### src/rtl/flash_seq_pkg.sv
package flash_seq_pkg;

    typedef enum logic [1:0] {
        OP_PROG = 2'd0,
        OP_SECT = 2'd1,
        OP_CHIP = 2'd2,
        OP_RSVD = 2'd3
    } flash_op_e;

    typedef enum logic [1:0] {
        AS_UNLK_A,
        AS_UNLK_B,
        AS_TARGET
    } addr_sel_e;

    localparam logic [15:0] UNLK_ADDR_A = 16'h5555;
    localparam logic [15:0] UNLK_ADDR_B = 16'h2AAA;

    localparam logic [7:0] CODE_KEY1  = 8'hAA;
    localparam logic [7:0] CODE_KEY2  = 8'h55;
    localparam logic [7:0] CODE_PROG  = 8'hA0;
    localparam logic [7:0] CODE_ERASE = 8'h80;
    localparam logic [7:0] CODE_SECT  = 8'h30;
    localparam logic [7:0] CODE_CHIP  = 8'h10;

    typedef struct packed {
        addr_sel_e  asel;
        logic       tgt_data;
        logic [7:0] code;
    } cmd_word_t;

    function automatic logic [2:0] write_count(flash_op_e op);
        return (op == OP_PROG) ? 3'd4 : 3'd6;
    endfunction

endpackage

### src/rtl/flash_cmd_rom.sv
module flash_cmd_rom
    import flash_seq_pkg::*;
(
    input  flash_op_e  op,
    input  logic [2:0] step,
    output cmd_word_t  word
);
    always_comb begin
        word = '{asel: AS_UNLK_A, tgt_data: 1'b0, code: CODE_KEY1};
        case (step)
            3'd0: word = '{asel: AS_UNLK_A, tgt_data: 1'b0, code: CODE_KEY1};
            3'd1: word = '{asel: AS_UNLK_B, tgt_data: 1'b0, code: CODE_KEY2};
            3'd2: word = '{asel: AS_UNLK_A, tgt_data: 1'b0,
                           code: (op == OP_PROG) ? CODE_PROG : CODE_ERASE};
            3'd3: begin
                if (op == OP_PROG)
                    word = '{asel: AS_TARGET, tgt_data: 1'b1, code: 8'h00};
                else
                    word = '{asel: AS_UNLK_A, tgt_data: 1'b0, code: CODE_KEY1};
            end
            3'd4: word = '{asel: AS_UNLK_B, tgt_data: 1'b0, code: CODE_KEY2};
            3'd5: begin
                if (op == OP_CHIP)
                    word = '{asel: AS_UNLK_A, tgt_data: 1'b0, code: CODE_CHIP};
                else
                    word = '{asel: AS_TARGET, tgt_data: 1'b0, code: CODE_SECT};
            end
            default: word = '{asel: AS_UNLK_A, tgt_data: 1'b0, code: CODE_KEY1};
        endcase
    end
endmodule

### src/rtl/flash_bus_cycle.sv
module flash_bus_cycle #(
    parameter int AW        = 19,
    parameter int DW        = 16,
    parameter int STRB_CLKS = 3
) (
    input  logic          clk,
    input  logic          rst_n,
    input  logic          start_i,
    input  logic          wr_i,
    input  logic [AW-1:0] addr_i,
    input  logic [DW-1:0] wdata_i,
    input  logic [DW-1:0] rdata_i,
    output logic          ce_n_o,
    output logic          we_n_o,
    output logic          oe_n_o,
    output logic [AW-1:0] addr_o,
    output logic [DW-1:0] wdata_o,
    output logic          drive_o,
    output logic [DW-1:0] rdata_o,
    output logic          done_o
);
    localparam int CW = $clog2(STRB_CLKS + 1);
    localparam logic [CW-1:0] LAST = CW'(STRB_CLKS - 1);

    typedef enum logic [1:0] {PH_IDLE, PH_SETUP, PH_STRB, PH_HOLD} phase_e;

    phase_e        phase_q;
    logic [CW-1:0] cnt_q;
    logic          wr_q;
    logic [AW-1:0] addr_q;
    logic [DW-1:0] wdata_q;
    logic [DW-1:0] rdata_q;
    logic          accept;

    assign accept = start_i && (phase_q == PH_IDLE || phase_q == PH_HOLD);

    always_ff @(posedge clk or negedge rst_n) begin
        if (!rst_n) begin
            phase_q <= PH_IDLE;
            cnt_q   <= '0;
            wr_q    <= 1'b0;
            addr_q  <= '0;
            wdata_q <= '0;
            rdata_q <= '0;
        end else if (accept) begin
            phase_q <= PH_SETUP;
            cnt_q   <= '0;
            wr_q    <= wr_i;
            addr_q  <= addr_i;
            wdata_q <= wdata_i;
        end else begin
            unique case (phase_q)
                PH_IDLE:  phase_q <= PH_IDLE;
                PH_SETUP: begin
                    phase_q <= PH_STRB;
                    cnt_q   <= '0;
                end
                PH_STRB: begin
                    if (cnt_q == LAST) begin
                        phase_q <= PH_HOLD;
                        if (!wr_q) rdata_q <= rdata_i;
                    end else begin
                        cnt_q <= cnt_q + 1'b1;
                    end
                end
                PH_HOLD:  phase_q <= PH_IDLE;
            endcase
        end
    end

    always_comb begin
        ce_n_o  = !(phase_q == PH_STRB);
        we_n_o  = !(phase_q == PH_STRB && wr_q);
        oe_n_o  = !(phase_q == PH_STRB && !wr_q);
        drive_o = wr_q && (phase_q != PH_IDLE);
        addr_o  = addr_q;
        wdata_o = wdata_q;
        rdata_o = rdata_q;
        done_o  = (phase_q == PH_HOLD);
    end


    we_setup_chk: assert property (@(posedge clk) disable iff (!rst_n)
        $fell(we_n_o) |-> ($stable(addr_o) && $stable(wdata_o)));


    addr_hold_chk: assert property (@(posedge clk) disable iff (!rst_n)
        $rose(we_n_o) |-> $stable(addr_o));


    no_rw_overlap_chk: assert property (@(posedge clk) disable iff (!rst_n)
        !(!we_n_o && !oe_n_o));


    strobe_end_chk: assert property (@(posedge clk) disable iff (!rst_n)
        (phase_q == PH_STRB && cnt_q == LAST && !accept) |=> (ce_n_o && done_o));
endmodule

### src/rtl/flash_poll_timer.sv
module flash_poll_timer #(
    parameter int LIMIT = 100000
) (
    input  logic clk,
    input  logic rst_n,
    input  logic clear_i,
    input  logic run_i,
    output logic expired_o
);
    localparam int TW = $clog2(LIMIT + 1);
    localparam logic [TW-1:0] TOP = TW'(LIMIT);

    logic [TW-1:0] cnt_q;

    always_ff @(posedge clk or negedge rst_n) begin
        if (!rst_n)                      cnt_q <= '0;
        else if (clear_i)                cnt_q <= '0;
        else if (run_i && cnt_q != TOP)  cnt_q <= cnt_q + 1'b1;
    end

    assign expired_o = (cnt_q == TOP);
endmodule

### src/rtl/flash_op_seq.sv
module flash_op_seq
    import flash_seq_pkg::*;
#(
    parameter int AW         = 19,
    parameter int DW         = 16,
    parameter int STRB_CLKS  = 3,
    parameter int POLL_LIMIT = 100000
) (
    input  logic          clk,
    input  logic          rst_n,
    input  logic          req_valid,
    output logic          req_ready,
    input  logic [1:0]    req_op,
    input  logic [AW-1:0] req_addr,
    input  logic [DW-1:0] req_data,
    output logic          rsp_done,
    output logic          rsp_err,
    input  logic          rd_en,
    input  logic [AW-1:0] rd_addr,
    output logic [DW-1:0] rd_data,
    output logic [AW-1:0] fl_addr,
    output logic [DW-1:0] fl_dq_o,
    output logic          fl_dq_oe,
    input  logic [DW-1:0] fl_dq_i,
    output logic          fl_ce_n,
    output logic          fl_we_n,
    output logic          fl_oe_n
);
    typedef enum logic [2:0] {ST_IDLE, ST_CHECK, ST_CMD, ST_POLL, ST_RESP} state_e;

    state_e        state_q, state_d;
    flash_op_e     op_q, op_cur;
    logic [AW-1:0] addr_q, tgt_addr, cmd_addr;
    logic [DW-1:0] data_q, tgt_data, cmd_data;
    logic [2:0]    step_q, step_d;
    logic          err_q, err_d;
    cmd_word_t     cmd;

    logic          bus_start, bus_wr, bus_done;
    logic [AW-1:0] bus_addr, bus_addr_o;
    logic [DW-1:0] bus_wdata, bus_wdata_o, bus_rdata;
    logic          bus_ce_n, bus_we_n, bus_oe_n, bus_drive;
    logic          tmr_clear, tmr_expired;
    logic          poll_hit, zero_to_one, accept;

    assign accept   = (state_q == ST_IDLE) && req_valid;
    assign op_cur   = flash_op_e'((state_q == ST_IDLE) ? req_op : op_q);
    assign tgt_addr = (state_q == ST_IDLE) ? req_addr : addr_q;
    assign tgt_data = (state_q == ST_IDLE) ? req_data : data_q;

    flash_cmd_rom u_rom (
        .op   (op_cur),
        .step (step_q),
        .word (cmd)
    );

    always_comb begin
        unique case (cmd.asel)
            AS_UNLK_A: cmd_addr = AW'(UNLK_ADDR_A);
            AS_UNLK_B: cmd_addr = AW'(UNLK_ADDR_B);
            default:   cmd_addr = tgt_addr;
        endcase
        cmd_data = cmd.tgt_data ? tgt_data : DW'(cmd.code);
    end

    assign poll_hit    = (op_q == OP_PROG) ? (bus_rdata[7] == data_q[7]) : bus_rdata[7];
    assign zero_to_one = |(data_q & ~bus_rdata);

    flash_bus_cycle #(.AW(AW), .DW(DW), .STRB_CLKS(STRB_CLKS)) u_bus (
        .clk     (clk),
        .rst_n   (rst_n),
        .start_i (bus_start),
        .wr_i    (bus_wr),
        .addr_i  (bus_addr),
        .wdata_i (bus_wdata),
        .rdata_i (fl_dq_i),
        .ce_n_o  (bus_ce_n),
        .we_n_o  (bus_we_n),
        .oe_n_o  (bus_oe_n),
        .addr_o  (bus_addr_o),
        .wdata_o (bus_wdata_o),
        .drive_o (bus_drive),
        .rdata_o (bus_rdata),
        .done_o  (bus_done)
    );

    flash_poll_timer #(.LIMIT(POLL_LIMIT)) u_tmr (
        .clk       (clk),
        .rst_n     (rst_n),
        .clear_i   (tmr_clear),
        .run_i     (state_q == ST_POLL),
        .expired_o (tmr_expired)
    );

    // next-state and control
    always_comb begin
        state_d   = state_q;
        step_d    = step_q;
        err_d     = err_q;
        bus_start = 1'b0;
        bus_wr    = 1'b0;
        bus_addr  = tgt_addr;
        bus_wdata = tgt_data;
        tmr_clear = 1'b0;
        unique case (state_q)
            ST_IDLE: begin
                step_d = '0;
                if (req_valid) begin
                    err_d = 1'b0;
                    case (op_cur)
                        OP_RSVD: begin
                            err_d   = 1'b1;
                            state_d = ST_RESP;
                        end
                        OP_PROG: begin
                            bus_start = 1'b1;
                            state_d   = ST_CHECK;
                        end
                        default: begin
                            bus_start = 1'b1;
                            bus_wr    = 1'b1;
                            bus_addr  = cmd_addr;
                            bus_wdata = cmd_data;
                            step_d    = 3'd1;
                            state_d   = ST_CMD;
                        end
                    endcase
                end
            end
            ST_CHECK: begin
                if (bus_done) begin
                    if (zero_to_one) begin
                        err_d   = 1'b1;
                        state_d = ST_RESP;
                    end else begin
                        bus_start = 1'b1;
                        bus_wr    = 1'b1;
                        bus_addr  = cmd_addr;
                        bus_wdata = cmd_data;
                        step_d    = 3'd1;
                        state_d   = ST_CMD;
                    end
                end
            end
            ST_CMD: begin
                if (bus_done) begin
                    if (step_q == write_count(op_q)) begin
                        bus_start = 1'b1;
                        tmr_clear = 1'b1;
                        step_d    = '0;
                        state_d   = ST_POLL;
                    end else begin
                        bus_start = 1'b1;
                        bus_wr    = 1'b1;
                        bus_addr  = cmd_addr;
                        bus_wdata = cmd_data;
                        step_d    = step_q + 3'd1;
                    end
                end
            end
            ST_POLL: begin
                if (bus_done) begin
                    if (poll_hit) begin
                        state_d = ST_RESP;
                    end else if (tmr_expired) begin
                        err_d   = 1'b1;
                        state_d = ST_RESP;
                    end else begin
                        bus_start = 1'b1;
                    end
                end
            end
            ST_RESP: state_d = ST_IDLE;
            default: state_d = ST_IDLE;
        endcase
    end

    // state register
    always_ff @(posedge clk or negedge rst_n) begin
        if (!rst_n) begin
            state_q <= ST_IDLE;
            step_q  <= '0;
            err_q   <= 1'b0;
            op_q    <= OP_PROG;
            addr_q  <= '0;
            data_q  <= '0;
        end else begin
            state_q <= state_d;
            step_q  <= step_d;
            err_q   <= err_d;
            if (accept) begin
                op_q   <= flash_op_e'(req_op);
                addr_q <= req_addr;
                data_q <= req_data;
            end
        end
    end

    // outputs
    always_comb begin
        req_ready = (state_q == ST_IDLE);
        rsp_done  = (state_q == ST_RESP);
        rsp_err   = (state_q == ST_RESP) && err_q;
        rd_data   = fl_dq_i;
        if (state_q == ST_IDLE) begin
            fl_addr  = rd_addr;
            fl_dq_o  = '0;
            fl_dq_oe = 1'b0;
            fl_ce_n  = !rd_en;
            fl_oe_n  = !rd_en;
            fl_we_n  = 1'b1;
        end else begin
            fl_addr  = bus_addr_o;
            fl_dq_o  = bus_wdata_o;
            fl_dq_oe = bus_drive;
            fl_ce_n  = bus_ce_n;
            fl_oe_n  = bus_oe_n;
            fl_we_n  = bus_we_n;
        end
    end


    busy_after_accept_chk: assert property (@(posedge clk) disable iff (!rst_n)
        (req_valid && req_ready) |=> !req_ready);


    ready_after_done_chk: assert property (@(posedge clk) disable iff (!rst_n)
        rsp_done |=> req_ready);


    done_single_chk: assert property (@(posedge clk) disable iff (!rst_n)
        rsp_done |=> !rsp_done);


    poll_timeout_chk: assert property (@(posedge clk) disable iff (!rst_n)
        (state_q == ST_POLL && bus_done && !poll_hit && tmr_expired) |=> (rsp_done && rsp_err));


    poll_follows_cmd_chk: assert property (@(posedge clk) disable iff (!rst_n)
        (state_q == ST_CMD && bus_done && step_q == write_count(op_q)) |=> (state_q == ST_POLL && fl_ce_n));
endmodule

### config.mk
export PLATFORM = sky130hd
export DESIGN_NAME = flash_op_seq
export DESIGN_NICKNAME = d
export VERILOG_FILES = /design/src/rtl/flash_seq_pkg.sv /design/src/rtl/flash_cmd_rom.sv /design/src/rtl/flash_bus_cycle.sv /design/src/rtl/flash_poll_timer.sv /design/src/rtl/flash_op_seq.sv
export SDC_FILE = /design/constraint.sdc
export NUM_CORES = 1
export LEC_CHECK = 0
export ABC_AREA = 0
export BUFFER_PORTS_ARGS = -buffer_cell sky130_fd_sc_hd__buf_4
export CAP_MARGIN = 5
export CORE_MARGIN = 5
export CORE_UTILIZATION = 40
export DETAILED_ROUTE_END_ITERATION = 6
export MAX_ROUTING_LAYER = met4
export PLACE_DENSITY = 0.6
export REMOVE_ABC_BUFFERS = 1
export SLEW_MARGIN = 15
export SYNTH_ARGS = -nofsm -noshare
export SYNTH_HDL_FRONTEND = slang
export SYNTH_HIERARCHICAL = 1
export SYNTH_SLANG_ARGS = --single-unit
### constraint.sdc
create_clock -name clk -period 2.9 [get_ports clk]
set_input_delay 0.435 -clock clk [delete_from_list [all_inputs] [get_ports clk]]
set_output_delay 0.435 -clock clk [all_outputs]
set_load 0.005 [all_outputs]
Word-level counts from Yosys, hierarchy flattened
Cells that the tools add are included.

storage, ports and cells
  flip-flop bits (word level) = 117
  word-level logic and storage cells = 165
  output and inout port bits = 58

operators by class
  bitwise gates (word level) = 4
  reduce and logical (&&, ||, !) cells = 32
  mux-type cells = 81
  $add $sub $neg = 3
  eq/ne operators = 32

operators by type and width
  cell                                            count
  two-way mux 19 bit                              8
  two-way mux 16 bit                              9
  case mux 19 bit (3 select lines)                1
  case mux 16 bit (3 select lines)                1
  case mux 11 bit (4 select lines)                1
  case mux 19 bit (2 select lines)                1
  two-way mux 3 bit                               12
  two-way mux 17 bit                              2
  two-way mux 1 bit                               29
  two-way mux 11 bit                              2
  inequality test 2 bit (second input constant)   9
  adder 17 x 1 -> 17 bit (second input constant)  1
  == test 17 bit (second input constant)          1
  inequality test 17 bit (second input constant)  1
  bitwise AND 16 bit                              1
  NOT 16 bit                                      1
  OR reduction 16 bit                             1
  == test 3 x 2 -> 1 bit (second input constant)  4
  two-way mux 2 bit                               6
  case mux 3 bit (4 select lines)                 1
  == test 2 bit (second input constant)           5
  == test 3 bit (second input constant)           3
  case mux 3 bit (3 select lines)                 1
  nonzero test 3 bit                              3
  27 further kinds                                48

Longest topological paths before layout
  depth in word-level cells = 10
  gate-level depth with buffers = 16
  gate-level depth less buffers = 14

Modules after synthesis
The synthesis kept the hierarchy.

by module, submodules not included
  module            times used  area each (sq um)  cells each
  flash_op_seq      1           3,613.5            534
  flash_bus_cycle   1           2,239.6            143
  flash_poll_timer  1           939.7              93
  flash_cmd_rom     1           183.9              26

Least setup slack after synthesis
No wires, ideal clock.

  path kind = register to register
  start = register state_q[1]
  end = register u_bus.addr_q[10], in the netlist u_bus/addr_o[10]
  cell stages (with the launch flop) = 17
  arrival time = 2.968 ns
  clock period less this slack = 3.092 ns
  setup time = 0.125 ns
  slack = -0.192 ns
  path through = dfrtp_1 -> or3_1 -> clkbuf_1 -> inv_1 -> clkbuf_1 -> nand2_1 -> nand2_1 -> nand2b_1 -> nand3b_1 -> a21boi_2 -> inv_1 -> a21oi_1 -> o22ai_1 -> o2111ai_1 -> a21oi_2 -> o21ai_0 -> mux2_2

RTL lines
  what                    RTL line               RTL
  from (decl)             flash_op_seq.sv:31     state_e state_q, state_d;
  from (signal assigned)  flash_op_seq.sv:188    state_q <= state_d;
  to (signal assigned)    flash_bus_cycle.sv:49  addr_q <= addr_i;
  to (decl)               flash_bus_cycle.sv:30  logic [AW-1:0] addr_q;

Final worst setup path
  start = register u_tmr.cnt_q[0]
  end = register u_bus.rdata_q[12], in the netlist u_bus/rdata_o[12]

on the way
  cells in the longest elaborated chain, start to end = 8

RTL lines
  what                             RTL line                RTL
  from (decl)                      flash_poll_timer.sv:13  logic [TW-1:0] cnt_q;
  from (signal assigned)           flash_poll_timer.sv:18  else if (run_i && cnt_q != TOP) cnt_q <= cnt_q + 1'b1;
  == test 17 bit                   flash_poll_timer.sv:21  assign expired_o = (cnt_q == TOP);
  net tmr_expired                  flash_op_seq.sv:43      logic tmr_clear, tmr_expired;
  two-way mux 1 bit                flash_op_seq.sv:165     end else if (tmr_expired) begin
  two-way mux 1 bit                flash_op_seq.sv:163     if (poll_hit) begin
  two-way mux 1 bit                flash_op_seq.sv:162     if (bus_done) begin
  case mux 1 bit (4 select lines)  flash_op_seq.sv:105     unique case (state_q)
  net bus_start                    flash_op_seq.sv:39      logic bus_start, bus_wr, bus_done;
  logical AND 1 bit                flash_bus_cycle.sv:35   assign accept = start_i && (phase_q == PH_IDLE || phase_q == PH_HOLD);
  NOT 1 bit (no line)              -
  AND reduction 4 bit (no line)    -
  to (signal assigned)             flash_bus_cycle.sv:61   if (!wr_q) rdata_q <= rdata_i;
  to (decl)                        flash_bus_cycle.sv:32   logic [DW-1:0] rdata_q;

The timed path passes the listed nets, and every way through them passes these cells.
A chain may end at the register's enable or synchronous reset.

==> flow_summary.toml <==
[run_status]
status = "finished clean"

[clock_network]
cts_tree = "built"
cts_hold_buf = 0
root_buffer = "clkbuf_16"
htree_levels = 4
numClockSinks = 117
cts_buffer_depth = 2
path_clk_slew_ps = 50
numCtsBuffers = 17
clock_latency_ps = 410

[placement]
place_congestion = 0.898
placedInstanceArea_mm2 = 0.00850
dp_hpwl_mm = 13.2
io_buffers = 133

[synthesis]
ys.flop_type = "dfrtp_1"
yosys_warnings = 6
ys_async_sr_fraction_pct = 100
synthMuxAreaShare_pct = 10.9
synth_top_family_by_area = "simple AND/OR/NAND/NOR gates"
synthSimpleGateAreaFrac_pct = 24.6
synth_xor_area_share_pct = 1.13
syn_area_mm2 = 0.00698
synth_fa_ha_area_share_pct = 2.15
synth_compound_area_share_pct = 13.3
ys_seq_area_share_pct = 42.0
ys_ff_latch = 117
syn_inst = 796
syn_avg_cell_area_um2 = 8.76
synth-edff-count = 0
synth_cell_type_count = 64

[flow_run]
cap_violations = 0

[route]
finalWirelength_mm = 18.9
first_pass_iters = 4
ant_nets = 0
vias = 6098
drtIter0Drc = 246
viasPerCell = 5.09
drc = 0
wire_per_inst_um = 15.7

[power]
swShare_pct = 39.5
p_switching_w = 0.00439
vdd_drop_max_v = 0.000590
power_frac_seq_pct = 24.4
leakage_nw = 4.52
clkPwrFrac_pct = 19.4
pwr-share-comb_pct = 56.2
p_per_area_mw_per_mm2 = 1210
intPower_w = 0.00674

[global_route]
grt_util_all_layers_pct = 19.7
grt_pass1_wl_mm = 30.9
grt_pass1_vias = 6155
antenna_found_initial = 0
grt_overflow = 0
grt_max_degree = 118

[final_layout]
final_cell_area_mm2 = 0.00922
fillCellCount = 1685
areaGrowthSynthToFinish_pct = 32.1
antenna_cells = 0
layout-drive-gt1-share_pct = 34.1
final_nets = 1050

[timing]
max_clock_freq_ghz = 0.347
slew_violations = 0
fin_crit_sh_pct = 99.2
fin_hold_ws_ps = 88.6
setup_viol = 0
report.final.hold_viol_count = 0
clock_skew_ps = 8.65
finalSetupTns_ps = 0
rsz0062_at_grt = "true"
relSlewSlack_pct = 55.7
fin_crit_ps = 2880
worst_slew_pin_slew_ps = 665

[hold_path]
hp-class = "in -> async"

[floorplan]
io_pins = 134
num_rows = 48
die_y_um = 142
core_mm2 = 0.0172
die_x_um = 142
start_util_pct = 40.6
die-area_mm2 = 0.0202

[setup_path]
critPathKind = "reg -> reg"
crit_path_max_incr_delay_ps = 490
crit_buf_inv = 3
cp.required_ps = 3200
worst_path_max_delay_cell = "or4bb_4"
path_cells = "inv_2 -> ha_1 -> or4bb_4 -> nor4_4 -> buf_4 -> nor4_1 -> nor3_1 -> o22ai_1 -> and2b_4 -> nor3b_4 -> buf_12 -> mux2_2"
cp-end-kind = "register"
critPathTopFamily = "simple AND/OR/NAND/NOR gates"
cp.arrival_ps = 3170
crit_fanout = 16
critPathLaunchType = "register"
==> registers in the layout, indices dropped and copies added, names as in the netlist <==
name and cells:
data_q 16, step_q 3, u_bus/wr_q 1, u_bus/phase_q 2, err_q 1, u_bus/addr_o 19
u_bus/cnt_q 2, u_tmr/cnt_q 17, addr_q 19, state_q 3, op_q 2, u_bus/wdata_o 16
u_bus/rdata_o 16
==> cell type report <==
cell class,instances,area (µm²),share of cell area [%]
Multi-Input combinational cell,598,3720,40.4
Sequential cell,117,2930,31.8
Timing Repair Buffer,206,1600,17.3
Clock buffer,22,484,5.25
Tap cell,225,282,3.05
Clock inverter,9,125,1.36
Inverter,22,82.6,0.896
==> timing repair <==
action | 4_1_cts | 5_1_grt
endpoints found under the setup margin | 43 | 46
pin swaps | 0 | 5
setup buffers | 1 | 0
resized for setup | 5 | 20
==> Yosys cell counts (3+ instances only) <==
cell type | count | area [µm²]
a211o_1 | 8 | 70.1
a21oi_1 | 45 | 225
a22oi_1 | 9 | 67.6
and2_1 | 19 | 119
and3_1 | 5 | 31.3
buf_1 | 5 | 18.8
buf_2 | 5 | 25.0
buf_4 | 24 | 180
clkbuf_1 | 23 | 86.3
dfrtp_1 | 117 | 2930
ha_1 | 12 | 150
inv_1 | 22 | 82.6
mux2_2 | 53 | 597
mux2i_1 | 16 | 160
nand2_1 | 224 | 841
nand2b_1 | 16 | 100
nand3_1 | 13 | 65.1
nand3b_1 | 3 | 22.5
nand4_1 | 9 | 56.3
nor2_1 | 34 | 128
nor2b_1 | 7 | 43.8
nor3_1 | 4 | 20.0
nor4_1 | 3 | 18.8
o2111ai_1 | 4 | 35.0
o211ai_1 | 3 | 22.5
o21ai_0 | 42 | 210
o221ai_1 | 8 | 70.1
o22ai_1 | 3 | 18.8
o31ai_1 | 4 | 30.0
or3_1 | 6 | 37.5
or3_2 | 3 | 22.5
or4_1 | 3 | 22.5
xnor2_1 | 3 | 26.3
xor2_1 | 6 | 52.6
==> final timing paths <==
check                                     from                 to  slack, ps  depth (start not counted)
min in group clk                  req_addr[18]         addr_q[18]        220                          3
worst max register to register  u_tmr/cnt_q[0]  u_bus/rdata_o[12]         20                         12
worst min-delay path                     rst_n         data_q[12]         90                          2
max in group asynchronous                rst_n         addr_q[11]       2290                          2
worst min register to register      addr_q[10]         addr_q[10]        470                          2
worst max-delay path            u_tmr/cnt_q[0]  u_bus/rdata_o[12]         20                         12
==> routing by layer <==
layer / wire (µm) / up-vias / track usage (%)
met5: 0 / - / -
met4: 286 / 0 / 6.11
met3: 732 / 25 / 3.70
met2: 9300 / 111 / 32.0
met1: 8560 / 2920 / 25.0
li1: - / 3042 / -
==> worst register-to-register path: stages (launching register included) <==
cell,delay (ps)
dfrtp_1,390
inv_2,70
ha_1,130
or4bb_4,490
nor4_4,220
buf_4,140
nor4_1,70
nor3_1,150
o22ai_1,140
and2b_4,210
nor3b_4,220
buf_12,180
mux2_2,360
==> power by group through the flow <==
| stage | sequential, W | combinational (W) | clock, W |
|---|---|---|---|
| after floorplan | 0.00269 | 0.00356 | 0 |
| after global placement | 0.00272 | 0.00600 | 0 |
| after detailed placement | 0.00274 | 0.00607 | 0 |
| after CTS | 0.00272 | 0.00616 | 0.00220 |
| after global routing | 0.00281 | 0.00694 | 0.00228 |
| final | 0.00272 | 0.00626 | 0.00216 |
==> cells by family after synthesis <==
group           after synthesis
compound gates              142
xor+xnor                      9
fa+ha+maj                    12
buf+inv                      81
flops                       117
mux                          69
simple gates                366
==> placed cells by master (no fill, tap or decap), types with 9 or more instances in the layout <==
cell type and instances:
nand4_1 9, o21ai_0 41, nor2_1 33, clkbuf_16 17
nand3_1 12, dfrtp_1 117, ha_1 11, and2_1 19
nand2_1 222, buf_4 200, inv_1 18, mux2_2 53
nand2b_1 14, a21oi_1 44, mux2i_1 15
==> through the flow <==
step                      setup slack [ps]  power (W)  utilization (%)  instances
final                                 21.8     0.0111             53.7       1199
after global routing                  -141     0.0120             53.7       1199
after CTS                             6.00     0.0111             53.2       1199
after detailed placement             -96.8    0.00881             49.5       1167
after global placement               -37.0    0.00871             49.5       1167
after floorplan                      -2420    0.00625                -        737
No activity file was read; power rests on OpenSTA's default activity.
